**config.mk**
```make
export PLATFORM = sky130hd
export DESIGN_NAME = hash_ctl_regs
export DESIGN_NICKNAME = d
export VERILOG_FILES = /design/src/rtl/hash_ctl_pkg.sv /design/src/rtl/hash_cmd_decode.sv /design/src/rtl/hash_ctl_seq.sv /design/src/rtl/hash_ctl_regs.sv
export SDC_FILE = /design/constraint.sdc
export NUM_CORES = 1
export LEC_CHECK = 0
export BUFFER_PORTS_ARGS = -buffer_cell sky130_fd_sc_hd__clkbuf_2
export CAP_MARGIN = 15
export CORE_AREA = 2 2 170 172
export CTS_BUF_LIST = sky130_fd_sc_hd__clkbuf_4
export DETAILED_ROUTE_END_ITERATION = 8
export DIE_AREA = 0 0 172 174
export PLACE_DENSITY = 0.41
export SYNTH_ARGS = -nofsm -noshare
export SYNTH_HDL_FRONTEND = slang
export SYNTH_SLANG_ARGS = --single-unit
```
**constraint.sdc**
```tcl
create_clock -name clk -period 8.2 [get_ports clk]
set_clock_uncertainty 0.2 [all_clocks]
set_input_delay 0 -clock clk [delete_from_list [all_inputs] [get_ports clk]]
set_output_delay 0 -clock clk [all_outputs]
set_load 0.02 [all_outputs]
```
**src/rtl/hash_ctl_pkg.sv**
```systemverilog
package hash_ctl_pkg;

  typedef enum logic [2:0] {
    ALG_MD5     = 3'd0,
    ALG_SHA1    = 3'd1,
    ALG_SHA224  = 3'd2,
    ALG_SHA256  = 3'd3,
    ALG_SHA512  = 3'd4,
    ALG_SHA384  = 3'd5,
    ALG_S512T   = 3'd6
  } alg_e;

  // word indices of the register window
  localparam int unsigned W_CIPHER = 4;
  localparam int unsigned W_STAT   = 7;
  localparam int unsigned W_SRC    = 8;
  localparam int unsigned W_DST    = 9;
  localparam int unsigned W_LEN    = 11;
  localparam int unsigned W_CMD    = 12;

  localparam int unsigned ST_BUSY  = 0;
  localparam int unsigned ST_DONE  = 9;
  localparam int unsigned CM_IRQ   = 9;
  localparam int unsigned CM_SG    = 18;
  localparam int unsigned LEN_W    = 28;

endpackage

```
**src/rtl/hash_cmd_decode.sv**
```systemverilog
module hash_cmd_decode
  import hash_ctl_pkg::*;
(
  input  logic [2:0] prim_i,
  input  logic [2:0] var_i,
  output logic       valid_o,
  output alg_e       alg_o
);

  always_comb begin
    valid_o = 1'b1;
    alg_o   = ALG_MD5;
    if (prim_i == 3'b110) begin
      case (var_i)
        3'b000:  alg_o = ALG_SHA512;
        3'b001:  alg_o = ALG_SHA384;
        3'b010:  alg_o = ALG_S512T;
        default: valid_o = 1'b0;
      endcase
    end else if (var_i != 3'b000) begin
      valid_o = 1'b0;
    end else begin
      case (prim_i)
        3'b000:  alg_o = ALG_MD5;
        3'b010:  alg_o = ALG_SHA1;
        3'b100:  alg_o = ALG_SHA224;
        3'b101:  alg_o = ALG_SHA256;
        default: valid_o = 1'b0;
      endcase
    end
  end

endmodule

```
**src/rtl/hash_ctl_seq.sv**
```systemverilog
module hash_ctl_seq (
  input  logic clk,
  input  logic rst_n,
  input  logic launch_i,
  input  logic eng_done_i,
  input  logic clr_i,
  input  logic irq_en_i,
  output logic busy_o,
  output logic start_o,
  output logic done_o,
  output logic irq_o
);

  logic busy_q, busy_d, start_q, start_d, done_q, done_d, irq_q, irq_d;
  logic finish;

  assign finish = busy_q && eng_done_i;

  always_comb begin
    busy_d  = busy_q;
    start_d = 1'b0;
    done_d  = done_q;
    irq_d   = irq_q;
    if (launch_i && !busy_q) begin
      busy_d  = 1'b1;
      start_d = 1'b1;
    end else if (finish) begin
      busy_d = 1'b0;
      done_d = 1'b1;
      irq_d  = irq_q | irq_en_i;
    end
    if (clr_i && !finish) begin
      done_d = 1'b0;
      irq_d  = 1'b0;
    end
  end

  always_ff @(posedge clk or negedge rst_n) begin
    if (!rst_n) begin
      busy_q  <= 1'b0;
      start_q <= 1'b0;
      done_q  <= 1'b0;
      irq_q   <= 1'b0;
    end else begin
      busy_q  <= busy_d;
      start_q <= start_d;
      done_q  <= done_d;
      irq_q   <= irq_d;
    end
  end

  assign busy_o  = busy_q;
  assign start_o = start_q;
  assign done_o  = done_q;
  assign irq_o   = irq_q;


  start_single_pulse_chk: assert property (@(posedge clk) disable iff (!rst_n)
    start_q |=> !start_q);

  start_sets_busy_chk: assert property (@(posedge clk) disable iff (!rst_n)
    start_q |-> busy_q);

  done_from_engine_chk: assert property (@(posedge clk) disable iff (!rst_n)
    $rose(done_q) |-> $past(eng_done_i && busy_q));

  irq_needs_flag_chk: assert property (@(posedge clk) disable iff (!rst_n)
    irq_q |-> done_q);

  busy_ends_on_done_chk: assert property (@(posedge clk) disable iff (!rst_n)
    $fell(busy_q) |-> $past(eng_done_i));

endmodule

```
**src/rtl/hash_ctl_regs.sv**
```systemverilog
module hash_ctl_regs
  import hash_ctl_pkg::*;
#(
  parameter int unsigned BUS_AW    = 10,
  parameter int unsigned REG_WORDS = 16,
  parameter int unsigned ADDR_W    = 31,
  parameter logic [31:0] CMD_MASK  = 32'h0014_7FFF
) (
  input  logic              clk,
  input  logic              rst_n,
  input  logic              bus_wr,
  input  logic              bus_rd,
  input  logic [BUS_AW-1:0] bus_widx,
  input  logic [31:0]       bus_wdata,
  output logic [31:0]       bus_rdata,
  output logic              eng_start,
  output logic [2:0]        eng_algo,
  output logic              eng_sg,
  output logic [1:0]        eng_hmac,
  output logic [1:0]        eng_chain,
  output logic [31:0]       eng_src,
  output logic [31:0]       eng_dst,
  output logic [31:0]       eng_len,
  input  logic              eng_done,
  output logic              irq
);

  localparam logic [31:0] SRC_MASK = 32'((64'd1 << ADDR_W) - 64'd1);
  localparam logic [31:0] DST_MASK = SRC_MASK & ~32'h7;
  localparam logic [31:0] LEN_MASK = 32'((64'd1 << LEN_W) - 64'd1);

  // reset: asserted asynchronously, released on the clock
  logic rst_m, rst_q;
  always_ff @(posedge clk or negedge rst_n) begin
    if (!rst_n) begin
      rst_m <= 1'b0;
      rst_q <= 1'b0;
    end else begin
      rst_m <= 1'b1;
      rst_q <= rst_m;
    end
  end

  logic in_win;
  logic wr_cipher, wr_stat, wr_src, wr_dst, wr_len, wr_cmd;
  assign in_win    = 32'(bus_widx) < REG_WORDS;
  assign wr_cipher = bus_wr && in_win && (32'(bus_widx) == W_CIPHER);
  assign wr_stat   = bus_wr && in_win && (32'(bus_widx) == W_STAT);
  assign wr_src    = bus_wr && in_win && (32'(bus_widx) == W_SRC);
  assign wr_dst    = bus_wr && in_win && (32'(bus_widx) == W_DST);
  assign wr_len    = bus_wr && in_win && (32'(bus_widx) == W_LEN);
  assign wr_cmd    = bus_wr && in_win && (32'(bus_widx) == W_CMD);

  logic [31:0] cipher_q, src_q, dst_q, len_q, cmd_q;
  logic [31:0] cipher_d, src_d, dst_d, len_d, cmd_d;
  logic [31:0] cmd_new;
  logic        busy, done_flag, new_ok, cur_ok, accept;
  alg_e        new_alg, cur_alg;

  assign cmd_new = bus_wdata & CMD_MASK;

  hash_cmd_decode dec_new_i (
    .prim_i (cmd_new[6:4]),
    .var_i  (cmd_new[12:10]),
    .valid_o(new_ok),
    .alg_o  (new_alg)
  );

  hash_cmd_decode dec_cur_i (
    .prim_i (cmd_q[6:4]),
    .var_i  (cmd_q[12:10]),
    .valid_o(cur_ok),
    .alg_o  (cur_alg)
  );

  assign accept = wr_cmd && !busy;

  always_comb begin
    cipher_d = cipher_q;
    src_d    = src_q;
    dst_d    = dst_q;
    len_d    = len_q;
    cmd_d    = cmd_q;
    if (wr_cipher) cipher_d = bus_wdata;
    if (wr_src)    src_d    = bus_wdata & SRC_MASK;
    if (wr_dst)    dst_d    = bus_wdata & DST_MASK;
    if (wr_len)    len_d    = bus_wdata & LEN_MASK;
    if (accept)    cmd_d    = cmd_new;
  end

  always_ff @(posedge clk or negedge rst_q) begin
    if (!rst_q) begin
      cipher_q <= '0;
      src_q    <= '0;
      dst_q    <= '0;
      len_q    <= '0;
      cmd_q    <= '0;
    end else begin
      cipher_q <= cipher_d;
      src_q    <= src_d;
      dst_q    <= dst_d;
      len_q    <= len_d;
      cmd_q    <= cmd_d;
    end
  end

  hash_ctl_seq seq_i (
    .clk       (clk),
    .rst_n     (rst_q),
    .launch_i  (accept && new_ok),
    .eng_done_i(eng_done),
    .clr_i     (wr_stat && bus_wdata[ST_DONE]),
    .irq_en_i  (cmd_q[CM_IRQ]),
    .busy_o    (busy),
    .start_o   (eng_start),
    .done_o    (done_flag),
    .irq_o     (irq)
  );

  logic [31:0] stat_word;
  always_comb begin
    stat_word          = '0;
    stat_word[ST_BUSY] = busy;
    stat_word[ST_DONE] = done_flag;
  end

  always_comb begin
    bus_rdata = '0;
    if (bus_rd && in_win) begin
      case (32'(bus_widx))
        W_CIPHER: bus_rdata = cipher_q;
        W_STAT:   bus_rdata = stat_word;
        W_SRC:    bus_rdata = src_q;
        W_DST:    bus_rdata = dst_q;
        W_LEN:    bus_rdata = len_q;
        W_CMD:    bus_rdata = cmd_q;
        default:  bus_rdata = '0;
      endcase
    end
  end

  assign eng_algo  = cur_alg;
  assign eng_sg    = cmd_q[CM_SG];
  assign eng_hmac  = cmd_q[8:7];
  assign eng_chain = cmd_q[1:0];
  assign eng_src   = src_q;
  assign eng_dst   = dst_q;
  assign eng_len   = len_q;


  start_needs_legal_cmd_chk: assert property (@(posedge clk) disable iff (!rst_q)
    eng_start |-> cur_ok);

  busy_cmd_locked_chk: assert property (@(posedge clk) disable iff (!rst_q)
    (busy && bus_wr) |=> $stable(cmd_q));

  outside_write_inert_chk: assert property (@(posedge clk) disable iff (!rst_q)
    (bus_wr && !in_win) |=> ($stable(cmd_q) && $stable(src_q) && $stable(dst_q)
                             && $stable(len_q) && $stable(cipher_q)));

  dst_aligned_chk: assert property (@(posedge clk) disable iff (!rst_q)
    dst_q[2:0] == 3'b000);

endmodule

```
Word-level counts from Yosys, hierarchy flattened

Index checks and enable logic that the tools add are counted.
Widths: inputs -> output; s select.

Mux-type cells: 19
Bitwise gates (word level): 1
Reduce and logical (&&, ||, !) cells: 26
Equal/unequal tests: 19
Magnitude comparators: 1

Operators with widths:

| cell                | number |
|---|---|
| $pmux 32 s6         | 1 |
| $eq 10x4->1 const B | 4 |
| $mux 32             | 1 |
| $eq 10x3->1 const B | 2 |
| $eq 3x3->1 const B  | 6 |
| $logic_and 1x1->1   | 14 |
| $mux 1              | 13 |
| $eq 3x2->1 const B  | 4 |
| $lt 10x5->1 const B | 1 |
| $logic_not 3->1     | 3 |
| $pmux 3 s3          | 1 |
| $eq 3x1->1 const B  | 2 |
| $mux 3              | 2 |
| $pmux 2 s3          | 1 |
| $reduce_bool 3->1   | 2 |
| $reduce_bool 2->1   | 2 |
| $reduce_or 4->1     | 1 |
| $reduce_or 3->1     | 1 |
| $logic_not 1->1     | 2 |
| $ne 2x2->1 const B  | 1 |
| $reduce_and 2->1    | 1 |
| $or 1x1->1          | 1 |

Bits in registers: 142
Output and inout bits: 138

Logic depth before layout (Yosys ltp)

Word-level depth: 9
Gate-level depth with buffers: 7

Cells and area by module

A second synthesis with hierarchy kept.

Cells, all modules: 543
Area, all modules: 6891.6 um^2

Modules (own cells, without submodules):

| module          | instances | area each (um^2) | cells an instance |
|---|---|---|---|
| hash_ctl_regs   | 1         | 6540.0           | 499 |
| hash_cmd_decode | 2         | 101.3            | 16 |
| hash_ctl_seq    | 1         | 148.9            | 12 |

Worst setup path after synthesis

Ideal clock, no wire load.

Path type: register to output
Start: register cmd_q[12]
End: output port eng_algo[2]
Path buffers: 0
Slack: 6.355 ns
Stages on the path, launching flop included: 3
Arrival: 1.645 ns
Cell sequence: dfrtp_1 nand2b_1 a2111oi_0

Word-level cells in the longest chain between the ends: 3
Elaborated cells between the ends (all ways): 5
Those cells by class: eq/ne (2); mux (2); reduce/logical (1)

Ends and longest elaborated chain:

| what                                     | line                  | RTL |
|---|---|---|
| start: declaration                       | hash_ctl_regs.sv:54   | `logic [31:0] cipher_q, src_q, dst_q, len_q, cmd_q;` |
| start signal: assignment                 | hash_ctl_regs.sv:103  | `cmd_q <= cmd_d;` |
| $eq 3x2->1, or another cell as far along | hash_cmd_decode.sv:14 | `case (var_i)` |
| $pmux 3 s3 *                             | hash_cmd_decode.sv:14 |  |
| $mux 3 *                                 | hash_cmd_decode.sv:13 | `if (prim_i == 3'b110) begin` |
| end: declaration                         | hash_ctl_regs.sv:17   | `output logic [2:0] eng_algo,` |

Mark *: on every way between the ends. The rest lies on a longest branch, timed or not.

Worst setup path after layout

Start: input port bus_widx[3]
End: output port bus_rdata[2]

Word-level cells in the longest chain between the ends: 3
Elaborated cells between the ends (all ways): 10
Those cells by class: order compare (1); eq/ne (6); mux (2); reduce/logical (1)

Ends and longest elaborated chain:

| what                                                    | line                                       | RTL |
|---|---|---|
| start: declaration                                      | hash_ctl_regs.sv:13                        | `input logic [BUS_AW-1:0] bus_widx,` |
| $lt 10x5->1, or another cell as far along               | hash_ctl_regs.sv:46                        | `assign in_win = 32'(bus_widx) < REG_WORDS;` |
| $logic_and 1x1->1 / $pmux 32 s6 (equally long branches) | hash_ctl_regs.sv:129, hash_ctl_regs.sv:130 |  |
| $mux 32 *                                               | hash_ctl_regs.sv:129                       | `if (bus_rd && in_win) begin` |
| end: declaration                                        | hash_ctl_regs.sv:15                        | `output logic [31:0] bus_rdata,` |

Marked as above.

==> results.md <==
- R2R Path Start: rst_q$_DFF_PN0_
- Vias in the first global route: 5386
- Grt ovf: 0
- Clock Sinks: 142
- Worst slack, placed: 4850 ps
- NumNets Final: 772
- Synth Warn #: 0
- CP Capture Type: output pin
- Most frequent cells in the layout: clkbuf_2 (175), dfrtp_1 (141), mux2_2 (115)
- CTS root buffer: clkbuf_4
- Synthesized flop and latch total: 142
- CTS tree: built
- Max Fanout on Critical Path: 31
- Total GRT Usage: between 10 and 15%
- Starting DRC count in detailed routing: 287
- Cell Area, Synth: 6940 um2
- DP Wirelength: 14000 um
- Vias post-DR: 5040
- WL per Instance: 19.0 um
- First-pass GRT wire length: approximately 33000 um
- Worst-Skew Late Latency: roughly 560 ps
- Most used DFF post-synth: dfrtp_1
- # setup viols final: 0
- Postcts setup bufs: 0
- Post_cts resized: 0
- Reg2reg setup slack: about 6000 ps
- Initial antenna violation count: 1
- Leakage: 0.00453 uW
- Layout Cells excl Fill: approximately 1100
- Die Height: 174 um
- Largest net degree at the start of global routing: 76
- CTS Buffer Depth: 2
- 1st-pass router iterations: 5
- CP startpoint: bus_widx[3]
- HP Start: bus_wdata[23]
- Actual slew at the worst max-slew pin: 1060 ps
- Sequential share of the synthesized area: around half
- PwrDens: between 100 and 150 nW/um2
- Setup TNS: 0 ps
- Clk slew on worst S/H paths: 130 ps
- Inst Count DP: 1043
- Antenna-violating nets left: 0
- Pins over their slew limit: 0
- Area delta synth->final: 25.9%
- Final hold violation count: 0
- Final Cycle Share: 33.3%
- RSZ-0062 raised after global routing: false
- Die width: 172 um
- Commonest non-fill, non-tap cell in the layout: clkbuf_2
- Initial Utilization: about 25%
- Core area: 28200 um2
- WP data required: approximately 8000 ps
- Crit start category: input pin
- Remaining DRCs: 0
- Peak VDD IR: between 60 and 70 uV
- CTS Buf Count: 17
- Result of the run: completed
- DP Area: 8020 um2
- EDFF count, synth: 0
- Tmin final: 2730 ps
- Placer Congestion: 0.751
- Share of cells above drive strength 1: 49.6%
- Synth cell types: 48
- H-tree depth: 4
- Ports: 185
- Async set or reset register ratio after synthesis: 100%
- Relative slew margins: 29.0%
- Type of the worst setup path: in2out
- DIE AREA: 29900 um2
- HP Class: in2reg
- Rows: 62
- Arrival @ worst endpoint: 2530 ps
- Final WL: 21400 um
- Synth Instances: 520
- Number of I/O port buffers: 175
- Max Clk Rate: 366 MHz
- MaxCap Viol Count: 0
- Synthesized area per cell: 13.3 um2
- Final instance area: 8730 um2
- Final WS setup: about 5500 ps
- Vias per cell: 4.49
routing by layer:
| metal | routed length, um | up-vias | GRT usage (%) | part of all wire (%) |
|---|---|---|---|---|
| met5 | 0 | - | 0 | 0 |
| met1 | 9760 | 2560 | 19.7 | 46 |
| met3 | 1040 | 21 | 2.80 | 4.9 |
| li1 | - | 2305 | - | - |
| met4 | 411 | 0 | 5.18 | 1.9 |
| met2 | 10200 | 154 | 23.4 | 48 |
sequential cells by signal, summed over array words and instances (netlist names):
register / count
cipher_q: 32
cmd_q: 17
eng_dst: 28
eng_len: 28
eng_src: 31
rst_m: 1
rst_q: 1
seq_i.busy_o: 1
seq_i.done_o: 1
seq_i.irq_o: 1
seq_i.start_o: 1
timing repair:
item,4_1_cts,5_1_grt
endpoints found under the setup margin,0,0
hold buffers,47,0
hold endpoints to repair,142,0
worst max-delay path, cell delays in order:
cell,delay [ps]
clkbuf_2,500
and2b_2,760
a21oi_1,80
a211o_2,630
a21oi_1,320
clkbuf_2,220
final cells by class:
class | instances | area, um2
antenna | 1 | 2.50
tap | 384 | 480
sequential | 142 | 3560
inverter | 3 | 11.3
multi-input combinational | 336 | 3070
timing repair buffer | 225 | 1370
clock inverter | 13 | 98.8
clock buffer | 19 | 143
fill | 2947 | 19500
report_power, final:
| group | leakage (uW) | switching [uW] | internal (uW) |
|---|---|---|---|
| Combinational | 0.00244 | 65.2 | 45.1 |
| Sequential | 0.00197 | 15.7 | 711 |
| Clock | 0.000126 | 267 | 152 |
| Total | 0.00453 | 348 | 908 |
per-stage QoR:
stage / total power [uW] / utilization [%] / hold WS [ps]
global placement: 834 / 28.4 / -414
detailed placement: 836 / 28.4 / -410
CTS: 1280 / 30.9 / 1.67
finish: 1260 / 30.9 / 57.7
global route: 1320 / 30.9 / 12.7
floorplan: 792 / - / -496
cell usage after synthesis (3+ instances only):
master,n,area [um2]
a21oi_1,13,65.1
a222oi_1,8,80.1
a22o_1,12,105
a22oi_1,14,105
and3_1,8,50.1
buf_2,10,50.1
buf_4,15,113
buf_6,12,135
clkbuf_1,9,33.8
dfrtp_1,142,3550
inv_1,3,11.3
mux2_1,4,45.0
mux2_2,115,1290
mux2_4,32,480
mux2i_1,19,190
nand2_1,12,45.0
nand2_4,3,33.8
nand2b_1,3,18.8
nor2_1,33,124
nor3_1,5,25.0
o21ai_0,6,30.0
o22a_1,7,61.3
o2bb2ai_1,5,43.8
kinds of logic (layout without fill, tap and decap cells):
logic type | Yosys count | count (layout) | share of synthesized area, %
and+or+nand+nor | 81 | 81 | 6.40
muxes | 170 | 170 | 29.0
buffers and inverters | 50 | 260 | 5.00
AOI/OAI and AO/OA | 74 | 74 | 8.14
DFF | 142 | 142 | 51.2
xor gates and xnor gates | 1 | 1 | 0.126
other | 2 | 11 | 0.108
final timing paths:
kind / endpoint / cells past startpoint
worst min register to register: rst_q$_DFF_PN0_ / 0
min in group asynchronous: rst_q$_DFF_PN0_ / 3
max in group asynchronous: cmd_q[10]$_DFFE_PN0P_ / 1
worst max-delay path: bus_rdata[2] / 6
worst min-delay path: eng_src[23]$_DFFE_PN0P_ / 3
worst max register to register: cmd_q[10]$_DFFE_PN0P_ / 1
No activity file was read; power rests on OpenSTA's default activity.
